**config.mk**
```make
export PLATFORM = sky130hd
export DESIGN_NAME = pin_logic_overlay
export DESIGN_NICKNAME = d
export VERILOG_FILES = /design/src/rtl/pin_logic_pkg.sv /design/src/rtl/pin_logic_sync.sv /design/src/rtl/pin_logic_eval.sv /design/src/rtl/pin_logic_route.sv /design/src/rtl/pin_logic_overlay.sv
export SDC_FILE = /design/constraint.sdc
export NUM_CORES = 1
export LEC_CHECK = 0
export CAP_MARGIN = 20
export CELL_PAD_IN_SITES_DETAIL_PLACEMENT = 1
export CELL_PAD_IN_SITES_GLOBAL_PLACEMENT = 2
export CORE_UTILIZATION = 19
export CTS_BUF_LIST = sky130_fd_sc_hd__clkbuf_4
export CTS_CLUSTER_DIAMETER = 50
export DETAILED_ROUTE_END_ITERATION = 10
export PLACE_DENSITY_LB_ADDON = 0.12
export SYNTH_ARGS = -nofsm -noshare
export SYNTH_HDL_FRONTEND = slang
export SYNTH_HIERARCHICAL = 1
export SYNTH_SLANG_ARGS = --single-unit
```
**constraint.sdc**
```tcl
create_clock -name clk -period 1.69 [get_ports clk]
set_clock_uncertainty 0.1 [all_clocks]
set_input_delay 0.507 -clock clk [delete_from_list [all_inputs] [get_ports clk]]
set_output_delay 0.507 -clock clk [all_outputs]
set_load 0.02 [all_outputs]
```
**src/rtl/pin_logic_pkg.sv**
```systemverilog
package pin_logic_pkg;

    localparam int PIN_COUNT     = 4;
    localparam int TABLE_BITS    = 8;
    localparam int INDEX_BITS    = $clog2(TABLE_BITS);
    localparam int LUT2_OUT_PIN  = 2;
    localparam int LUT3_OUT_PIN  = 3;

    typedef enum logic [1:0] {
        MODE_GPIO = 2'b00,
        MODE_LUT2 = 2'b01,
        MODE_LUT3 = 2'b10,
        MODE_RSVD = 2'b11
    } lut_mode_e;

    // Which pins the lookup function owns in a given mode
    typedef struct packed {
        logic [PIN_COUNT-1:0] as_input;
        logic [PIN_COUNT-1:0] as_output;
    } pin_claim_t;

    function automatic pin_claim_t claim_pins(lut_mode_e mode);
        pin_claim_t c;
        c.as_input  = '0;
        c.as_output = '0;
        unique case (mode)
            MODE_LUT2: begin
                c.as_input[0]            = 1'b1;
                c.as_input[1]            = 1'b1;
                c.as_output[LUT2_OUT_PIN] = 1'b1;
            end
            MODE_LUT3: begin
                c.as_input[0]            = 1'b1;
                c.as_input[1]            = 1'b1;
                c.as_input[2]            = 1'b1;
                c.as_output[LUT3_OUT_PIN] = 1'b1;
            end
            default: ;
        endcase
        return c;
    endfunction

    // Truth-table index built from synchronised pin samples
    function automatic logic [INDEX_BITS-1:0] table_index(lut_mode_e mode,
                                                         logic [PIN_COUNT-1:0] pins);
        logic [INDEX_BITS-1:0] idx;
        unique case (mode)
            MODE_LUT2: idx = {1'b0, pins[1], pins[0]};
            MODE_LUT3: idx = {pins[2], pins[1], pins[0]};
            default:   idx = '0;
        endcase
        return idx;
    endfunction

endpackage

```
**src/rtl/pin_logic_sync.sv**
```systemverilog
module pin_logic_sync #(
    parameter int WIDTH  = 4,
    parameter int STAGES = 2
) (
    input  logic             clk,
    input  logic             rst,
    input  logic [WIDTH-1:0] async_in,
    output logic [WIDTH-1:0] sync_out
);

    logic [WIDTH-1:0] chain [STAGES];

    always_ff @(posedge clk) begin
        if (rst) chain[0] <= '0;
        else     chain[0] <= async_in;
    end

    for (genvar s = 1; s < STAGES; s++) begin : g_stage
        always_ff @(posedge clk) begin
            if (rst) chain[s] <= '0;
            else     chain[s] <= chain[s-1];
        end
    end

    assign sync_out = chain[STAGES-1];

endmodule

```
**src/rtl/pin_logic_eval.sv**
```systemverilog
module pin_logic_eval
    import pin_logic_pkg::*;
(
    input  logic                  clk,
    input  logic                  rst,
    input  lut_mode_e             mode,
    input  logic [TABLE_BITS-1:0] table_bits,
    input  logic [PIN_COUNT-1:0]  pins_sync,
    output logic                  result_q
);

    logic [INDEX_BITS-1:0] idx;
    logic                  result_d;

    always_comb begin
        idx      = table_index(mode, pins_sync);
        result_d = table_bits[idx];
    end

    always_ff @(posedge clk) begin
        if (rst) result_q <= 1'b0;
        else     result_q <= result_d;
    end

endmodule

```
**src/rtl/pin_logic_route.sv**
```systemverilog
module pin_logic_route
    import pin_logic_pkg::*;
(
    input  lut_mode_e            mode,
    input  logic                 result_q,
    input  logic [PIN_COUNT-1:0] gpio_dir,
    input  logic [PIN_COUNT-1:0] gpio_dout,
    input  logic [PIN_COUNT-1:0] pins_sync,
    output logic [PIN_COUNT-1:0] pad_out,
    output logic [PIN_COUNT-1:0] pad_oe,
    output logic [PIN_COUNT-1:0] rd_data
);

    pin_claim_t claim;

    always_comb claim = claim_pins(mode);

    for (genvar i = 0; i < PIN_COUNT; i++) begin : g_pin
        always_comb begin
            if (claim.as_output[i]) begin
                pad_oe[i]  = 1'b1;
                pad_out[i] = result_q;
                rd_data[i] = result_q;
            end else if (claim.as_input[i]) begin
                pad_oe[i]  = 1'b0;
                pad_out[i] = gpio_dout[i];
                rd_data[i] = pins_sync[i];
            end else begin
                pad_oe[i]  = gpio_dir[i];
                pad_out[i] = gpio_dout[i];
                rd_data[i] = pins_sync[i];
            end
        end
    end

endmodule

```
**src/rtl/pin_logic_overlay.sv**
```systemverilog
module pin_logic_overlay
    import pin_logic_pkg::*;
#(
    parameter int SYNC_STAGES = 2
) (
    input  logic                  clk,
    input  logic                  rst,
    input  logic [1:0]            lut_mode,
    input  logic [TABLE_BITS-1:0] lut_table,
    input  logic [PIN_COUNT-1:0]  gpio_dir,
    input  logic [PIN_COUNT-1:0]  gpio_dout,
    input  logic [PIN_COUNT-1:0]  pad_in,
    output logic [PIN_COUNT-1:0]  pad_out,
    output logic [PIN_COUNT-1:0]  pad_oe,
    output logic [PIN_COUNT-1:0]  rd_data
);

    lut_mode_e            mode;
    logic [PIN_COUNT-1:0] pins_sync;
    logic                 result_q;

    assign mode = lut_mode_e'(lut_mode);

    pin_logic_sync #(
        .WIDTH  (PIN_COUNT),
        .STAGES (SYNC_STAGES)
    ) u_sync (
        .clk      (clk),
        .rst      (rst),
        .async_in (pad_in),
        .sync_out (pins_sync)
    );

    pin_logic_eval u_eval (
        .clk        (clk),
        .rst        (rst),
        .mode       (mode),
        .table_bits (lut_table),
        .pins_sync  (pins_sync),
        .result_q   (result_q)
    );

    pin_logic_route u_route (
        .mode      (mode),
        .result_q  (result_q),
        .gpio_dir  (gpio_dir),
        .gpio_dout (gpio_dout),
        .pins_sync (pins_sync),
        .pad_out   (pad_out),
        .pad_oe    (pad_oe),
        .rd_data   (rd_data)
    );

endmodule

```
==> results.toml, run 1 <==
[worst_setup_path]
path_class = "in2out"
rr_startpoint = "u_sync/chain[1][0]"
critPathArrivalTime_ps = 1160
critPathLaunchType = "input pin"
r2r_end = "u_eval/result_q"
endpoint_kind = "output pin"
required_ps = 1080
ff2ff_path_depth = 4
r2r_setup_slack_ps = 400
worstPathMaxFanout = 5

[hold_path]
holdCritStartpoint = "u_sync/chain[0][3]"
hold_path_depth = 1
min_to = "u_sync/chain[1][3]"
hold_path.class = "reg2reg"

[die]
fp.dieW_um = 55.0
std_cell_rows = 18
die_y_um = 55.0
core_area_um2 = 2570
die_area_um2 = 3020
initial_utilization_pct = 20.8
io_pins = 36

[synth]
yosys_most_used_dff = "dfxtp_1"
synth_compound_area_share_pct = 16.9
synth-seq-area-share_pct = 33.8
synth_top_area_share_pct = 33.8
synth_top_family_by_area = "simple AND/OR/NAND/NOR gates"
syn_nets = 87
synth_edf_count = 0
ys_async_sr_fraction_pct = 0
ys_warn_count = 6
synth_area_leaders = "dfxtp_1 (34%), ha_1 (9.4%), nor2b_1 (9.4%), inv_1 (6.3%), buf_4 (5.6%)"
yosys.area.top_type = "dfxtp_1"
synth_fa_ha_area_share_pct = 9.39
synth_common_cells = "dfxtp_1 (9), inv_1 (9), nor2b_1 (8)"
synth_xor_area_share_pct = 0
synth-simple-area-share_pct = 23.2
yosys.cell_types.count = 23
ys_ff_latch = 9
muxShareOfSynthArea_pct = 4.69
netlist_area_um2 = 533
syn-instance-count = 59
avgSynthCellArea_um2 = 9.03

[drt]
drt_iter0_markers = 0
drc_errors = 0
avgRoutedWirePerCell_um = 10.7
routed_wl_mm = 1.37
viasPerCell = 4.20
via_count = 537
ant_nets = 0
firstDrtPassIters = 1

[pwr]
clock_power_share_pct = 30.2
vdd_drop_max_uv = 416
switchingPower_w = 0.000162
p_sw_share_pct = 26.5
p_int_w = 0.000451
p_per_area_nw_per_um2 = 598
combinationalPowerShare_pct = 32.7
leakage_nw = 0.464
finalPower_w = 0.000613
seqPwrFrac_pct = 37.1

[grt]
track_usage_pct = 9.35
grt_max_degree = 9
grt_pass1_vias = 497
grt_pass1_wl_mm = 1.96
antenna_found_initial = 0
grt-ovfl-total = 0

[sta]
timing.slew.headroom_pct = 79.9
setup_viol = 6
period_needed_ps = 1770
final_hold_viol_count = 0
drv_slew = 0
grt_setup_unrepaired = "true"
hold-worst-slack_ps = 343
worst_slack_ps = -75.1
finalCritPeriodShare_pct = 104
fmax_ghz = 0.567
final.setup.tns_ps = -217
tightestPinTransition_ps = 300

[layout]
antennaDiodeCount = 0
drive_gt1_share_pct = 39.8
fillers = 296
nets = 127
finalNonFillerCells = 128
areaGrowthSynthToFinish_pct = 92.5

[clock_network]
clk_latency_ps = 260
cts_buffer_depth = 2
htree_num_levels = 1
cts_buffers = 3
cts_tree = "yes"
clk_pin_slew_worst_paths_ps = 60
clock-root-buffer = "clkbuf_4"
cts_num_sinks = 9

[run_status]
violations = "setup timing"
status = "finished with violations"

[placed_design]
post-place-ws_ps = -1060
gp_congestion = 0.756
place.detailed.hpwl_mm = 1.07
placed_cells = 123
portBuffers = 31

[flow_run]
drv_cap = 0
==> layer usage <==
metal,up-vias,part of all wire (%),global-route usage (%)
li1,267,-,-
met1,249,40,9.64
met2,18,52,16.9
met3,3,5.6,1.09
met4,0,2.3,7.50
met5,-,0,0
==> sequential cells by signal, summed over array words and instances, names as in the netlist <==
register and cells:
u_eval/result_q 1, u_sync/chain 8
==> cell families after synthesis <==
| kind of cell | after synthesis |
|---|---|
| AND/OR/NAND/NOR | 20 |
| adder cells (fa/ha/maj) | 4 |
| buffers and inverters | 13 |
| flip-flops | 9 |
| AO/OA/AOI/OAI | 11 |
| multiplexers | 2 |
==> stage by stage <==
step | instance area [um2] | utilization [%]
finish | 1030 | 40.0
global route | 1030 | 40.0
CTS | 981 | 38.2
detailed placement | 907 | 35.3
global placement | 907 | 35.3
floorplan | 537 | -
==> cell type report <==
type / count / area (um2) / area share [%]
flip-flops and latches: 9 / 180 / 17.6
well taps: 30 / 37.5 / 3.66
inverters: 9 / 38.8 / 3.78
multi-input cells: 37 / 359 / 35.0
repair buffers: 39 / 380 / 37.1
clock buffers: 4 / 30.0 / 2.93
==> power by group through the flow <==
stage | logic (W) | registers (W) | clock network, W
after floorplan | 0.0000813 | 0.000232 | 0
after global placement | 0.000175 | 0.000231 | 0
after detailed placement | 0.000178 | 0.000231 | 0
after CTS | 0.000191 | 0.000227 | 0.000193
after global routing | 0.000217 | 0.000229 | 0.000204
final | 0.000201 | 0.000227 | 0.000185
==> how the worst max path moves through the flow <==
stage	startpoint	end	slack, ps
finish	lut_mode[0]	pad_oe[3]	-80
global route	lut_mode[0]	pad_oe[2]	-100
CTS	gpio_dir[2]	pad_oe[2]	-130
detailed placement	lut_mode[0]	pad_oe[2]	-1060
global placement	lut_mode[0]	pad_oe[3]	-1020
floorplan	lut_mode[0]	pad_out[3]	-30
==> what timing repair did <==
| item | in CTS | in global routing |
|---|---|---|
| pin swaps | 9 | 5 |
| hold buffers | 0 | 0 |
| cloned | 0 | 0 |
| endpoints found under the setup margin | 11 | 9 |
| gates resized for setup | 77 | 9 |
| setup buffers | 1 | 0 |
==> cells in the final DEF, fill, tap and decap left out <==
cell,synthesis,final
o21ai_1,0,1
nor2b_1,8,8
nand2_2,0,1
nor3b_2,1,1
a21o_1,1,1
dfxtp_1,9,9
nand3_1,1,1
o21ai_2,0,3
nor3b_1,1,1
inv_4,0,2
ha_1,4,1
nand2_4,0,1
ha_4,0,3
o41ai_2,1,1
buf_4,4,9
o32ai_1,1,1
dlymetal6s2s_1,0,1
clkbuf_4,0,4
and2_4,0,2
buf_8,0,2
clkdlybuf4s50_1,0,13
o21bai_4,1,1
nor2_1,2,2
or2_1,1,1
buf_6,0,7
nand2b_1,1,1
a21oi_1,2,2
mux2_4,1,1
inv_1,9,7
o221ai_2,0,1
or3b_1,1,1
dlygate4sd2_1,0,7
mux2i_1,1,1
==> worst max-delay path, stage by stage <==
cell   delay [ps]
buf_8          90
inv_4          30
ha_4          170
or2_1         230
buf_6         130
Note: power is estimated with default switching activity, not from simulation.
==> run 2: changes to the inputs <==
- CAP_MARGIN: 20 -> 25
- CORE_UTILIZATION: 19 -> 18
- CTS_BUF_LIST: sky130_fd_sc_hd__clkbuf_4 -> default
- SLEW_MARGIN: default -> 10
==> results.toml, run 2 (same netlist as run 1, synthesis figures left out) <==
[drt]
ant_nets = 0
avgRoutedWirePerCell_um = 10.4
via_count = 522
firstDrtPassIters = 3
drc_errors = 0
drt_iter0_markers = 6
viasPerCell = 4.08
routed_wl_mm = 1.33

[sta]
finalCritPeriodShare_pct = 104
setup_viol = 5
drv_slew = 0
timing.slew.headroom_pct = 80.4
final_hold_viol_count = 0
hold-worst-slack_ps = 337
period_needed_ps = 1750
worst_slack_ps = -63.1
grt_setup_unrepaired = "true"
tightestPinTransition_ps = 293
fmax_ghz = 0.570

[worst_setup_path]
r2r_setup_slack_ps = 390
required_ps = 1080
critPathArrivalTime_ps = 1150
rr_startpoint = "u_sync/chain[1][1]"
r2r_end = "u_eval/result_q"
critPathLaunchType = "input pin"
slowest_delay_ps = 220
worstPathMaxFanout = 5
cp_slowest_cell = "or2_1"
cp_cell_sequence = "buf_8 > inv_4 > ha_4 > or2_1 > buf_6"
endpoint_kind = "output pin"
ff2ff_path_depth = 4
path_class = "in2out"

[die]
fp.dieW_um = 56.4
core_area_um2 = 2780
std_cell_rows = 19
die_y_um = 56.4
initial_utilization_pct = 19.2
io_pins = 36
die_area_um2 = 3180

[layout]
largestRegisters = "u_sync/chain (8), u_eval/result_q (1)"
fillers = 329
layout_commonest_cell = "clkdlybuf4s50_1"
largest_reg_flops = 8
areaGrowthSynthToFinish_pct = 86.4
ff_latch_area_um2 = 180
multi_input_area_um2 = 340
top_register = "u_sync/chain"
most-common-layout-cells = "clkdlybuf4s50_1 (13), dfxtp_1 (9), dlygate4sd2_1 (8), buf_4 (8), nor2b_1 (8)"
nets = 126
antennaDiodeCount = 0
drive_gt1_share_pct = 37.1

[pwr]
vdd_drop_max_uv = 301
p_sw_share_pct = 26.1
seqPwrFrac_pct = 39.2
combinationalPowerShare_pct = 32.9
leakage_nw = 0.447
switchingPower_w = 0.000152
clock_power_share_pct = 27.9
p_int_w = 0.000429
p_per_area_nw_per_um2 = 585
finalPower_w = 0.000581

[clock_network]
cts_buffer_depth = 2
postCtsSetupRepairBufs = 0
cts_tree = "yes"
htree_num_levels = 1
cts_buffers = 3
cts_hold_buf = 0
clk_pin_slew_worst_paths_ps = 60
clk_latency_ps = 260
cts_num_sinks = 9
clock-root-buffer = "clkbuf_4"

[grt]
antenna_found_initial = 0
grt_pass1_wl_mm = 2.32
grt_pass1_vias = 529
grt-ovfl-total = 0
grt_max_degree = 9
track_usage_pct = 9.38

[flow_run]
drv_cap = 0

[hold_path]
holdCritStartpoint = "u_sync/chain[0][3]"
hold_path.class = "reg2reg"
hold_path_depth = 1
min_to = "u_sync/chain[1][3]"

[placed_design]
place.detailed.hpwl_mm = 1.12
portBuffers = 31
gp_congestion = 0.687

[run_status]
status = "finished with violations"
violations = "setup timing"
## run 2: power groups by stage
stage	Sequential, W	Combinational [W]	Clock (W)
5_1_grt	0.000229	0.000208	0.000183
3_3_place_gp	0.000231	0.000176	0
2_1_floorplan	0.000232	0.0000813	0
4_1_cts	0.000227	0.000188	0.000171
6_report	0.000228	0.000191	0.000162
3_5_place_dp	0.000231	0.000178	0
## run 2: area by class of cell
type | count | share of cell area (%)
tap | 31 | 3.90
clock buffer | 4 | 2.64
multi-input combinational | 37 | 34.3
sequential | 9 | 18.1
inverter | 9 | 3.90
timing repair buffer | 38 | 37.2
## run 2: worst max path at each step
stage                     cells after the start          to  slack [ps]        start
final                                         5   pad_oe[3]         -60  lut_mode[0]
after CTS                                     5   pad_oe[3]         -70  lut_mode[0]
after global routing                          5   pad_oe[3]        -100  lut_mode[0]
after detailed placement                      6   pad_oe[2]       -1040  lut_mode[0]
after floorplan                               3  pad_out[3]         -30  lut_mode[0]
after global placement                        6   pad_oe[2]       -1020  lut_mode[0]
## run 2: worst max-delay path: cells and delay by family
kind | cells | cell delay [ps]
adders and majority gates | 1 | 170
buffers and inverters | 3 | 250
and+or+nand+nor | 1 | 220
## run 2: through the flow
| step | cell area, um2 | cells | worst slack [ps] | util [%] | setup TNS (ps) |
|---|---|---|---|---|---|
| finish | 993 | 128 | -63.1 | 35.7 | -186 |
| global route | 993 | 128 | -96.9 | 35.7 | -472 |
| CTS | 970 | 128 | -66.9 | 34.9 | -288 |
| detailed placement | 908 | 124 | -1040 | 32.7 | -8660 |
| global placement | 908 | 124 | -1020 | 32.7 | -8510 |
| floorplan | 537 | 59 | -34.1 | - | -34.1 |
## run 2: what timing repair did
item,4_1_cts,5_1_grt
cloned,0,0
gates resized for setup,79,6
pin swaps,10,2
endpoints found under the setup margin,11,8
## run 2: per-layer routing
layer / vias to the layer above / wire (um) / track usage [%]
met2: 16 / 670 / 15.0
li1: 266 / - / -
met3: 4 / 78 / 1.84
met5: - / 0 / 0
met4: 0 / 29 / 6.27
met1: 236 / 547 / 11.4
==> run 3: changes to the inputs <==
- CTS_BUF_LIST: default -> sky130_fd_sc_hd__clkbuf_8 sky130_fd_sc_hd__clkbuf_16
==> results.toml, run 3 (same netlist as run 1, synthesis figures left out) <==
[worst_setup_path]
cp_cell_sequence = "buf_8 > inv_4 > ha_4 > or2_1 > buf_6"
r2r_end = "u_eval/result_q"
critPathLaunchType = "input pin"
endpoint_kind = "output pin"
path_class = "in2out"
worstPathMaxFanout = 5
required_ps = 1080
slowest_delay_ps = 220
rr_startpoint = "u_sync/chain[1][1]"
critPathArrivalTime_ps = 1150
ff2ff_path_depth = 5
r2r_setup_slack_ps = 390
cp_slowest_cell = "or2_1"

[sta]
timing.slew.headroom_pct = 80.4
drv_slew = 0
worst_slack_ps = -62.5
finalCritPeriodShare_pct = 104
setup_viol = 7
period_needed_ps = 1750
tightestPinTransition_ps = 293
fmax_ghz = 0.571
grt_setup_unrepaired = "true"
final_hold_viol_count = 0

[layout]
ff_latch_area_um2 = 180
most-common-layout-cells = "clkdlybuf4s50_1 (13), dfxtp_1 (9), dlygate4sd2_1 (8), buf_4 (8), nor2b_1 (8)"
largestRegisters = "u_sync/chain (8), u_eval/result_q (1)"
nets = 126
largest_reg_flops = 8
fillers = 329
multi_input_area_um2 = 335
top_register = "u_sync/chain"
layout_commonest_cell = "clkdlybuf4s50_1"
antennaDiodeCount = 0
drive_gt1_share_pct = 37.1
finalNonFillerCells = 128
stdcell_area_um2 = 1010
post-route-util_pct = 36.2
areaGrowthSynthToFinish_pct = 89.0

[clock_network]
htree_num_levels = 1
cts_num_sinks = 9
cts_tree = "yes"
clk_pin_slew_worst_paths_ps = 40
clock-root-buffer = "clkbuf_8"
clk_latency_ps = 230
cts_buffers = 3
postCtsSetupRepairBufs = 0
cts_buffer_depth = 2
cts_hold_buf = 0

[flow_run]
drv_cap = 0

[drt]
avgRoutedWirePerCell_um = 10.4
drc_errors = 0
drt_iter0_markers = 5
firstDrtPassIters = 4
via_count = 526
routed_wl_mm = 1.33
viasPerCell = 4.11
ant_nets = 0

[pwr]
p_per_area_nw_per_um2 = 651
clock_power_share_pct = 36.1
combinationalPowerShare_pct = 29.1
switchingPower_w = 0.000159
p_int_w = 0.000497
vdd_drop_max_uv = 378
seqPwrFrac_pct = 34.8
p_sw_share_pct = 24.2
leakage_nw = 0.450

[placed_design]
place_area_um2 = 908
place.detailed.hpwl_mm = 1.12
placed_cells = 124
gp_congestion = 0.687
portBuffers = 31
post-place-ws_ps = -1040

[die]
initial_utilization_pct = 19.2
std_cell_rows = 19
die_y_um = 56.4
core_area_um2 = 2780
io_pins = 36
die_area_um2 = 3180
fp.dieW_um = 56.4

[hold_path]
hold_path.class = "reg2reg"
min_to = "u_sync/chain[1][3]"
hold_path_depth = 1
holdCritStartpoint = "u_sync/chain[0][3]"

[grt]
grt_pass1_vias = 528
grt_max_degree = 9
grt-ovfl-total = 0
antenna_found_initial = 0
track_usage_pct = 9.24
grt_pass1_wl_mm = 2.31

[run_status]
violations = "setup timing"
status = "finished with violations"
run 3: worst max path at each step:
| stage | end | from | slack [ps] |
|---|---|---|---|
| final | pad_oe[3] | lut_mode[0] | -60 |
| after global routing | pad_oe[3] | lut_mode[0] | -100 |
| after CTS | pad_oe[3] | lut_mode[0] | -70 |
| after detailed placement | pad_oe[2] | lut_mode[0] | -1040 |
| after global placement | pad_oe[2] | lut_mode[0] | -1020 |
| after floorplan | pad_out[3] | lut_mode[0] | -30 |
run 3: stage by stage:
step / TNS, ps / total power, W / hold WS (ps)
2_1_floorplan: -34.1 / 0.000313 / 314
3_3_place_gp: -8510 / 0.000407 / 322
3_5_place_dp: -8660 / 0.000409 / 329
4_1_cts: -295 / 0.000664 / 339
5_1_grt: -510 / 0.000697 / 363
6_report: -213 / 0.000655 / 334
run 3: power by group through the flow:
stage | Combinational, W | Sequential, W | Clock [W]
after floorplan | 0.0000813 | 0.000232 | 0
after global placement | 0.000176 | 0.000231 | 0
after detailed placement | 0.000178 | 0.000231 | 0
after CTS | 0.000190 | 0.000228 | 0.000246
after global routing | 0.000207 | 0.000229 | 0.000261
final | 0.000191 | 0.000228 | 0.000237
run 3: timing repair:
action	CTS	global route
pin swaps	9	2
hold endpoints to repair	0	0
gates resized for setup	80	4
setup endpoints to repair	11	8
run 3: layout make-up:
type | instances | area share, %
clock buffer | 3 | 4.10
clock inverter | 1 | 0.373
inverter | 9 | 3.85
multi-input combinational | 37 | 33.3
sequential | 9 | 17.9
tap | 31 | 3.85
timing repair buffer | 38 | 36.6
run 3: critical path, delay by kind of cell:
family / cells / cell delay [ps]
AND/OR/NAND/NOR: 1 / 220
buffers and inverters: 3 / 250
adder cells (fa/ha/maj): 1 / 170
run 3: metal layers:
layer	vias up	track usage (%)	part of all wire, %
li1	267	-	-
met1	243	11.4	42
met2	14	15.0	52
met3	2	1.84	5.6
met4	0	5.23	0.60
met5	-	0	0
